`config.mk`:
```
export PLATFORM = sky130hd
export DESIGN_NAME = useq_next_addr
export DESIGN_NICKNAME = d
export VERILOG_FILES = /design/src/rtl/useq_pkg.sv /design/src/rtl/useq_link_regs.sv /design/src/rtl/useq_xq_ctl.sv /design/src/rtl/useq_addr_mux.sv /design/src/rtl/useq_next_addr.sv
export SDC_FILE = /design/constraint.sdc
export NUM_CORES = 1
export LEC_CHECK = 0
export ABC_CLOCK_PERIOD_IN_PS = 2700
export BUFFER_PORTS_ARGS = -buffer_cell sky130_fd_sc_hd__buf_2
export CORE_ASPECT_RATIO = 1.4
export CORE_UTILIZATION = 39
export DETAILED_ROUTE_END_ITERATION = 8
export MAX_ROUTING_LAYER = met4
export SYNTH_ARGS = -nofsm -noshare
export SYNTH_HDL_FRONTEND = slang
export SYNTH_SLANG_ARGS = --single-unit
```
`constraint.sdc`:
```
create_clock -name clk -period 2.7 [get_ports clk]
set_input_delay 0.54 -clock clk [delete_from_list [all_inputs] [get_ports clk]]
set_output_delay 0.54 -clock clk [all_outputs]
set_load 0.01 [all_outputs]
```
`src/rtl/useq_pkg.sv`:
```
package useq_pkg;
  typedef enum logic [1:0] {
    SK_STEP   = 2'd0,
    SK_BRANCH = 2'd1,
    SK_ALU    = 2'd2,
    SK_SPARE  = 2'd3
  } seq_kind_e;
endpackage

```
`src/rtl/useq_link_regs.sv`:
```
module useq_link_regs #(
  parameter int AW = 16,
  parameter int CW = 8
) (
  input  logic          clk,
  input  logic          rst_n,
  input  logic          dec_go,
  input  logic          link_wr,
  input  logic [AW-1:0] link_wdata,
  input  logic          loop_wr,
  input  logic [CW-1:0] loop_wdata,
  output logic [AW-1:0] link_q,
  output logic [CW-1:0] cnt_q,
  output logic [CW-1:0] cnt_dec
);
  logic [CW-1:0] cnt_d;
  logic          cnt_en;

  assign cnt_dec = cnt_q - CW'(1);

  always_comb begin
    cnt_en = loop_wr | dec_go;
    cnt_d  = loop_wr ? loop_wdata : cnt_dec;
  end

  always_ff @(posedge clk or negedge rst_n) begin
    if (!rst_n) begin
      link_q <= '0;
      cnt_q  <= '0;
    end else begin
      if (link_wr) link_q <= link_wdata;
      if (cnt_en)  cnt_q  <= cnt_d;
    end
  end
endmodule

```
`src/rtl/useq_xq_ctl.sv`:
```
module useq_xq_ctl #(
  parameter int AW = 16
) (
  input  logic          clk,
  input  logic          rst_n,
  input  logic          step_en,
  input  logic          issue,
  input  logic [AW-1:0] ret_in,
  output logic          pend_q,
  output logic [AW-1:0] ret_q
);
  logic          pend_d;
  logic [AW-1:0] ret_d;

  always_comb begin
    pend_d = pend_q;
    ret_d  = ret_q;
    if (pend_q) begin
      pend_d = 1'b0;
    end else if (issue) begin
      pend_d = 1'b1;
      ret_d  = ret_in;
    end
  end

  always_ff @(posedge clk or negedge rst_n) begin
    if (!rst_n) begin
      pend_q <= 1'b0;
      ret_q  <= '0;
    end else if (step_en) begin
      pend_q <= pend_d;
      ret_q  <= ret_d;
    end
  end
endmodule

```
`src/rtl/useq_addr_mux.sv`:
```
module useq_addr_mux
  import useq_pkg::*;
#(
  parameter int AW = 16,
  parameter int CW = 8
) (
  input  logic [AW-1:0] uaddr,
  input  logic [1:0]    seq_kind,
  input  logic [AW-1:0] br_addr,
  input  logic          br_cond,
  input  logic          br_or_link,
  input  logic          br_once,
  input  logic          op_jump,
  input  logic          op_dec,
  input  logic          test_in,
  input  logic [AW-1:0] link_q,
  input  logic [CW-1:0] cnt_dec,
  input  logic          pend_q,
  input  logic [AW-1:0] ret_q,
  output logic [AW-1:0] seq_addr,
  output logic [AW-1:0] next_addr,
  output logic          xq_issue,
  output logic          dec_req
);
  logic          br_taken;
  logic          loop_more;
  logic [AW-1:0] br_tgt;

  assign seq_addr  = uaddr + AW'(1);
  assign br_taken  = ~br_cond | test_in;
  assign loop_more = (cnt_dec != '0);
  assign br_tgt    = br_addr | (br_or_link ? link_q : '0);

  always_comb begin
    next_addr = seq_addr;
    xq_issue  = 1'b0;
    dec_req   = 1'b0;
    if (pend_q) begin
      next_addr = ret_q;
    end else begin
      case (seq_kind_e'(seq_kind))
        SK_BRANCH: begin
          if (br_taken) begin
            next_addr = br_tgt;
            xq_issue  = br_once;
          end
        end
        SK_ALU: begin
          dec_req = op_dec;
          if (op_jump && (!op_dec || loop_more)) next_addr = link_q;
        end
        default: next_addr = seq_addr;
      endcase
    end
  end
endmodule

```
`src/rtl/useq_next_addr.sv`:
```
module useq_next_addr #(
  parameter int AW = 16,
  parameter int CW = 8
) (
  input  logic          clk,
  input  logic          rst_n,
  input  logic          step_en,
  input  logic [1:0]    seq_kind,
  input  logic [AW-1:0] br_addr,
  input  logic          br_cond,
  input  logic          br_or_link,
  input  logic          br_once,
  input  logic          op_jump,
  input  logic          op_dec,
  input  logic          test_in,
  input  logic          link_wr,
  input  logic [AW-1:0] link_wdata,
  input  logic          loop_wr,
  input  logic [CW-1:0] loop_wdata,
  output logic [AW-1:0] uaddr
);
  logic [AW-1:0] link_q;
  logic [CW-1:0] cnt_q;
  logic [CW-1:0] cnt_dec;
  logic          pend_q;
  logic [AW-1:0] ret_q;
  logic [AW-1:0] seq_addr;
  logic [AW-1:0] next_addr;
  logic          xq_issue;
  logic          dec_req;
  logic [AW-1:0] uaddr_d;

  useq_link_regs #(.AW(AW), .CW(CW)) u_regs (
    .clk(clk), .rst_n(rst_n), .dec_go(step_en & dec_req),
    .link_wr(link_wr), .link_wdata(link_wdata),
    .loop_wr(loop_wr), .loop_wdata(loop_wdata),
    .link_q(link_q), .cnt_q(cnt_q), .cnt_dec(cnt_dec)
  );

  useq_xq_ctl #(.AW(AW)) u_xq (
    .clk(clk), .rst_n(rst_n), .step_en(step_en), .issue(xq_issue),
    .ret_in(seq_addr), .pend_q(pend_q), .ret_q(ret_q)
  );

  useq_addr_mux #(.AW(AW), .CW(CW)) u_mux (
    .uaddr(uaddr), .seq_kind(seq_kind), .br_addr(br_addr),
    .br_cond(br_cond), .br_or_link(br_or_link), .br_once(br_once),
    .op_jump(op_jump), .op_dec(op_dec), .test_in(test_in),
    .link_q(link_q), .cnt_dec(cnt_dec), .pend_q(pend_q), .ret_q(ret_q),
    .seq_addr(seq_addr), .next_addr(next_addr),
    .xq_issue(xq_issue), .dec_req(dec_req)
  );

  always_comb uaddr_d = step_en ? next_addr : uaddr;

  always_ff @(posedge clk or negedge rst_n) begin
    if (!rst_n) uaddr <= '0;
    else        uaddr <= uaddr_d;
  end
endmodule

```
======== After elaboration in Yosys (flattened, before gate mapping) ========
Index checks and enable logic that the tools add are counted.
W data, S select, Z words.
word-level totals
  bits of input ports ..................... 53
  register bits after elaboration ......... 57
cells by class
  bitwise operators ....................... 6
  multiplexer cells ....................... 13
  reduce and logical (&&, ||, !) cells .... 5
  add/sub/neg operators ................... 2
  equal/unequal tests ..................... 2
operators with widths
  cell                     count
  $mux W16                 4
  $pmux W16 S2             1
  $add A16 B1 Y16 const B  1
  $or A16 B16 Y16          1
  $mux W8                  1
  $reduce_bool A8 Y1       1
  $sub A8 B1 Y8 const B    1
  $mux W1                  7
  $reduce_and A3 Y1        1
  $eq A2 B1 Y1 const B     1
  $eq A2 B2 Y1 const B     1
  $not A1 Y1               2
  $or A1 B1 Y1             2
  $and A1 B1 Y1            1
  $logic_and A1 B1 Y1      1
  $logic_not A1 Y1         1
  $logic_or A1 B1 Y1       1

======== Longest topological paths before layout ========
Gate-level depths: netlist of the first run.
  depth in word-level cells ............... 7
  depth in mapped cells ................... 11
  gate-level depth less buffers ........... 8

======== Modules after synthesis ========
A second synthesis of the first run with hierarchy kept.
second synthesis, totals
  cell total of the unflattened synthesis .. 387
  area, all modules ....................... 3796.1 µm²
by module, submodules not included
  module          sequential area each (µm²)  cells each  area an instance (µm²)  instances
  useq_addr_mux   0.0                         216         1301.2                  1
  useq_link_regs  600.6                       99          1162.4                  1
  useq_xq_ctl     425.4                       37          679.4                   1
  useq_next_addr  400.4                       35          653.1                   1

======== Least setup slack after synthesis of the first run ========
OpenSTA, ideal clock, no wires.
  path type ............................... register -> register
  start point ............................. reg u_regs.cnt_q[0]
  end point ............................... reg uaddr[13]
  path slack .............................. 251 ps
  clock period less this slack ............ 2449 ps
  data required time ...................... 2571 ps
  cell stages (with the launch flop) ...... 9
  arrival time ............................ 2320 ps
  setup time .............................. 129 ps
  path through ............................ dfrtp_1 > inv_1 > ha_1 > or4b_1 > or3_4 > and4_4 > nor2_8 > a211oi_2 > o41a_1
on the way
  word-level cells in the longest chain between the ends .. 7
ends and longest elaborated chain
  element                   RTL line              text
  start: declaration        useq_link_regs.sv:13  output logic [CW-1:0] cnt_q,
  start signal: assignment  useq_link_regs.sv:32  if (cnt_en) cnt_q <= cnt_d;
  $sub A8 B1 Y8             useq_link_regs.sv:19  assign cnt_dec = cnt_q - CW'(1);
  $reduce_bool A8 Y1        useq_addr_mux.sv:31   assign loop_more = (cnt_dec != '0);
  $logic_or A1 B1 Y1        useq_addr_mux.sv:50   if (op_jump && (!op_dec || loop_more)) next_addr = link_q;
  $logic_and A1 B1 Y1       useq_addr_mux.sv:50
  $mux W16                  useq_addr_mux.sv:50
  $pmux W16 S2              useq_addr_mux.sv:41   case (seq_kind_e'(seq_kind))
  $mux W16                  useq_addr_mux.sv:38   if (pend_q) begin
  end signal: assignment    useq_next_addr.sv:58  else uaddr <= uaddr_d;
  end: declaration          useq_next_addr.sv:20  output logic [AW-1:0] uaddr
Every way passes these cells.
A chain may end at the register's enable or synchronous reset.

======== Worst setup path in the final report of the first run ========
Ends and elaborated chain as after synthesis.

==> flow_metrics.tcl, run 1 <==
set metrics [dict create \
    fin_crit_sh 0.945 \
    tightestPinTransition_ns 0.859 \
    clkSinkCount 57 \
    cts_tree "yes" \
    run_status "finished clean" \
    via_count 3726 \
    antenna_cells 0 \
    cts_setup_buffers 0 \
    drtIter0Drc 285 \
    dp_hpwl_um 8710 \
    rsz0062_at_grt "false" \
    power_switching_uw 1020 \
    grt.total_usage 0.250 \
    fin_crit_ns 2.55 \
    switching_share 0.339 \
    final_common_cell "buf_2" \
    synth_edf_count 0 \
    wl_per_cell_um 18.6 \
    ys_seq_area_frac 0.375 \
    critPathKind "flop to flop" \
    hold_viol_final 0 \
    slew_headroom 0.425 \
    leakage_uw 0.00189 \
    antenna_found_initial 0 \
    powerDensity_nw_per_um2 662 \
    core_area_um2 9460 \
    fmax_ghz 0.392 \
    htreeDepth 3 \
    grt_pass1_vias 3635 \
    final_cell_mix "68 x buf_2, 55 x nand2_1, 55 x dfrtp_1, 47 x a21oi_1, 43 x o21ai_0" \
    remaining_drc_errors 0 \
    maxCapViolCount 0 \
    comb_power_share 0.275 \
    die_area_um2 10200 \
    hold_class "input pin to asynchronous set/reset pin" \
    yosysWarningCount 0 \
    skew_ns 0.00688 \
    grt_max_degree 36 \
    post_cts_resized 0 \
    synth_cells 448 \
    setup_violations 0 \
    grt_pass1_wl_um 18900 \
    holdBufCountCts 0 \
    syn_nets 506 \
    drt_wl_total_um 11700 \
    syn-cell-area_um2 3810 \
    portBuffers 68 \
    required_ns 2.90 \
    power_frac_clock 0.327 \
    pin_count 69 \
    synth_async_sr_flop_share 1.00 \
    p_seq_frac 0.398 \
    nets 573 \
    nFillCells 946 \
    crit_fanout 8 \
    initial_core_util 0.403 \
    ys.flop_type "dfrtp_1" \
    numCtsBuffers 9 \
    path_clk_slew_ns 0.05 \
    r2r_slack_ns 0.15 \
    p_int_uw 1980 \
    synth-seq-cells 57 \
    area_growth_pct 18.7 \
    clk_latency_ns 0.33 \
    cts_max_path_buffers 2 \
    ys_types 65 \
    ant_nets 0 \
    viasPerCell 5.93 \
    tns_ns 0 \
    first_pass_iters 5 \
    syn_area_per_cell_um2 8.50 \
    gr-total-overflow 0 \
    ir_drop_uv 330 \
    gp_congestion 0.917 \
    cp.arrival_ns 2.75 \
    start_kind "flop" \
    rows 42 \
    end_kind "flop" \
    finalMaxSlewViolations 0 \
    drive_gt1_frac 0.251 \
    die_w_um 85.5 \
    whs_ns 0.273 \
    dieHeight_um 119 \
    cts-root-buf "clkbuf_16" \
]
[critical path, stage by stage, from the launching register on]
cell      delay [ns]
dfrtp_2         0.40
inv_1           0.08
ha_1            0.26
or4b_1          0.48
or3_4           0.35
and4_4          0.22
nor2_8          0.15
a211oi_2        0.09
o41a_1          0.40
[logic make-up (layout without fill, tap and decap cells)]
kind of cell	Yosys count	after routing	synth area share
XOR/XNOR	21	21	0.0483
AND/OR/NAND/NOR	144	144	0.191
adder cells (fa/ha/maj)	5	5	0.0164
multiplexers	18	18	0.0532
AO/OA/AOI/OAI	155	155	0.254
flip-flops	57	57	0.375
buffers and inverters	48	118	0.0631
[routing by layer]
metal  vias to the layer above  wire length [um]  track usage
li1                       1770                 -            -
met1                      1772              4790        0.303
met2                       150              5800        0.395
met4                         0               465        0.138
met3                        34               657       0.0416
met5                         -                 0            -
[per-stage QoR]
stage                     instance area, um2  total power [uW]  utilization  setup slack (ns)  std cells
final                                   4520              2990        0.478             0.148        628
after global routing                    4520              3170        0.478           0.00970        628
after CTS                               4520              3000        0.478            0.0725        628
after detailed placement                4270              2010        0.452            0.0799        614
after global placement                  4270              2000        0.452             0.165        614
after floorplan                         3810              1690            -             0.251        448
[registers in the layout (all words and copies together) (netlist names)]
| register | cells |
|---|---|
| uaddr | 16 |
| u_regs.cnt_q | 8 |
| u_xq.ret_q | 16 |
| u_regs.link_q | 16 |
| u_xq.pend_q | 1 |
[cell usage after synthesis (7+ instances only)]
cell,n,area share
xnor2_1,12,0.028
nand4_1,8,0.013
nand2_1,55,0.054
mux2_2,18,0.053
a31oi_1,7,0.011
nor2b_1,9,0.015
xor2_1,9,0.021
a21oi_1,47,0.062
or3_1,7,0.011
inv_1,14,0.014
nor2_1,19,0.019
clkbuf_1,24,0.024
o21ai_0,43,0.057
dfrtp_1,57,0.37
a211oi_1,17,0.034
nand3_1,20,0.026
[power by group through the flow]
stage	clock [uW]	sequential, uW	combinational (uW)
after floorplan	0	1170	516
after global placement	0	1190	802
after detailed placement	0	1200	813
after CTS	996	1190	817
after global routing	1040	1210	912
final	977	1190	824
[worst paths after layout]
path | start | endpoint | depth (start not counted)
min reg2reg | u_xq.ret_q[11] | u_xq.ret_q[11] | 2
max reg2reg | u_regs.cnt_q[0] | uaddr[13] | 8
min | rst_n | uaddr[4] | 1
max | u_regs.cnt_q[0] | uaddr[13] | 8
max in group asynchronous | rst_n | uaddr[10] | 2
min in group clk | loop_wdata[6] | u_regs.cnt_q[6] | 3
[cell type report]
class | instances | area, um2 | share of cell area
clock inverter | 1 | 5.00 | 0.00111
inverter | 15 | 56.3 | 0.0125
timing repair buffer | 89 | 510 | 0.113
tap | 110 | 138 | 0.0304
sequential | 57 | 1430 | 0.316
clock buffer | 13 | 240 | 0.0531
multi-input combinational | 343 | 2140 | 0.474
No activity file was read; power rests on OpenSTA's default activity.
==> run 2: changes to the inputs <==
CORE_ASPECT_RATIO = 0.6   (was 1.4)
==> run 2 against run 1 <==
  * Register-to-register slack got worse by 0.02 ns
  * Core utilization rose by 2.3 points
  * Final cell count increased by 4.0%
  * Combinational power is essentially flat
  * Flip-flop and latch count unchanged
  * Clock skew is 0.0017 ns lower
  * Clock power increased by 27%
  * Routed wire length rose by 6.8%
  * Global-route usage increased by 2.3 points
  * Sequential power hardly changed
  * Critical path depth did not move
==> flow_metrics.tcl, run 2 (synthesis gave the netlist of run 1 again) <==
set metrics [dict create \
    place_inst 637 \
    grt_max_degree 58 \
    area_growth_pct 22.5 \
    via_count 3829 \
    path_clk_slew_ns 0.06 \
    setup_violations 0 \
    r2r_slack_ns 0.13 \
    portBuffers 68 \
    tightestPinTransition_ns 0.826 \
    cts_tree "yes" \
    htreeDepth 3 \
    antenna_cells 0 \
    finalNonFillerCells 653 \
    holdBufCountCts 0 \
    dp_hpwl_um 9060 \
    end_kind "flop" \
    initial_core_util 0.408 \
    use_met2 0.363 \
    tns_ns 0 \
    fin_crit_sh 0.952 \
    rows 27 \
    r2r-start "u_regs.cnt_q[0]" \
    skew_ns 0.00516 \
    clk_latency_ns 0.34 \
    drive_gt1_frac 0.266 \
    slew_headroom 0.447 \
    crit_path_top_delay_cell "or4b_1" \
    top_usage_layer "met1" \
    final_common_cell "buf_2" \
    grtUsageMet1 0.400 \
    cp.arrival_ns 2.79 \
    fin_crit_ns 2.57 \
    viasPerCell 5.86 \
    drt_wl_total_um 12500 \
    remaining_drc_errors 0 \
    leakage_uw 0.00195 \
    start_kind "flop" \
    rsz0062_at_grt "false" \
    maxCapViolCount 0 \
    dieHeight_um 78.5 \
    finalMaxSlewViolations 0 \
    rr_endpoint "uaddr[13]" \
    critPathKind "flop to flop" \
    cts-root-buf "clkbuf_16" \
    required_ns 2.92 \
    powerDensity_nw_per_um2 702 \
    die_w_um 130 \
    ant_nets 0 \
    gp_congestion 0.879 \
    cts_setup_buffers 0 \
    met3_usage 0.0770 \
    drtIter0Drc 280 \
    rr_worst_depth 8 \
    pin_count 69 \
    fmax_ghz 0.389 \
    core_area_um2 9320 \
    grt.total_usage 0.273 \
    grt_pass1_vias 3658 \
    crit_fanout 7 \
    hold_class "input pin to asynchronous set/reset pin" \
    final_cell_mix "68 x buf_2, 57 x dfrtp_1, 55 x nand2_1, 47 x a21oi_1, 43 x o21ai_0" \
    nets 576 \
    ir_drop_uv 407 \
    run_status "finished clean" \
    reg.largest.list "u_regs.link_q: 16 flops, u_xq.ret_q: 16 flops, uaddr: 16 flops" \
    grt_pass1_wl_um 20000 \
    numCtsBuffers 9 \
    die_area_um2 10200 \
    path_cells "inv_1 -> ha_1 -> or4b_1 -> or3_4 -> and4_4 -> nor2_8 -> a211oi_2 -> o41a_1" \
    post_cts_resized 0 \
    wl_per_cell_um 19.2 \
    hold_viol_final 0 \
    gr-total-overflow 0 \
    first_pass_iters 5 \
    clkSinkCount 57 \
    max_stage_delay_ns 0.50 \
    antenna_found_initial 0 \
    cts_max_path_buffers 2 \
]
run 2: changes by cell type in the layout (fill, tap and decap cells not counted), sizes merged:
cell / change
buf: +3
bufinv: +2
clkbuf: -3
clkinv: +1
clkinvlp: +2
run 2: stage by stage:
stage                     total power [uW]  utilization  hold slack, ns  area (um2)  setup slack, ns
after floorplan                       1690            -           0.244        3810            0.251
after global placement                2010        0.465           0.466        4340            0.226
after detailed placement              2030        0.465           0.476        4340            0.161
after CTS                             3270        0.499           0.220        4660            0.145
after global routing                  3450        0.501           0.229        4670          0.00567
final                                 3280        0.501           0.193        4670            0.131
run 2: metal layers:
layer  share of wire  up-vias
li1                -     1785
met1            0.50     1823
met2            0.39      207
met3           0.097       14
met4           0.011        0
met5               0        -
run 2: how the worst max path moves through the flow:
stage,start,to,cells after the start
3_3_place_gp,u_regs.cnt_q[0],uaddr[13],8
5_1_grt,u_regs.cnt_q[0],uaddr[4],9
6_report,u_regs.cnt_q[0],uaddr[13],8
4_1_cts,u_regs.cnt_q[0],uaddr[13],8
2_1_floorplan,u_regs.cnt_q[0],uaddr[13],8
3_5_place_dp,u_regs.cnt_q[0],uaddr[13],8
run 2: power breakdown:
group	internal [uW]	switching [uW]
clock network	810	431
registers	1020	197
logic	353	468
total	2180	1100
run 2: final cells by class:
class / count / area [um2]
Timing Repair Buffer: 92 / 546
Multi-Input combinational cell: 343 / 2150
Tap cell: 130 / 163
Clock buffer: 10 / 229
Inverter: 15 / 56.3
Sequential cell: 57 / 1430
Fill cell: 883 / 4660
Clock inverter: 6 / 92.6
run 2: worst max-delay path: cells and delay by family, from the launching register on:
family | cells | cell delay, ns
AOI/OAI and AO/OA | 2 | 0.49
adders and majority gates | 1 | 0.22
buffers and inverters | 1 | 0.10
DFF | 1 | 0.43
and+or+nand+nor | 4 | 1.21
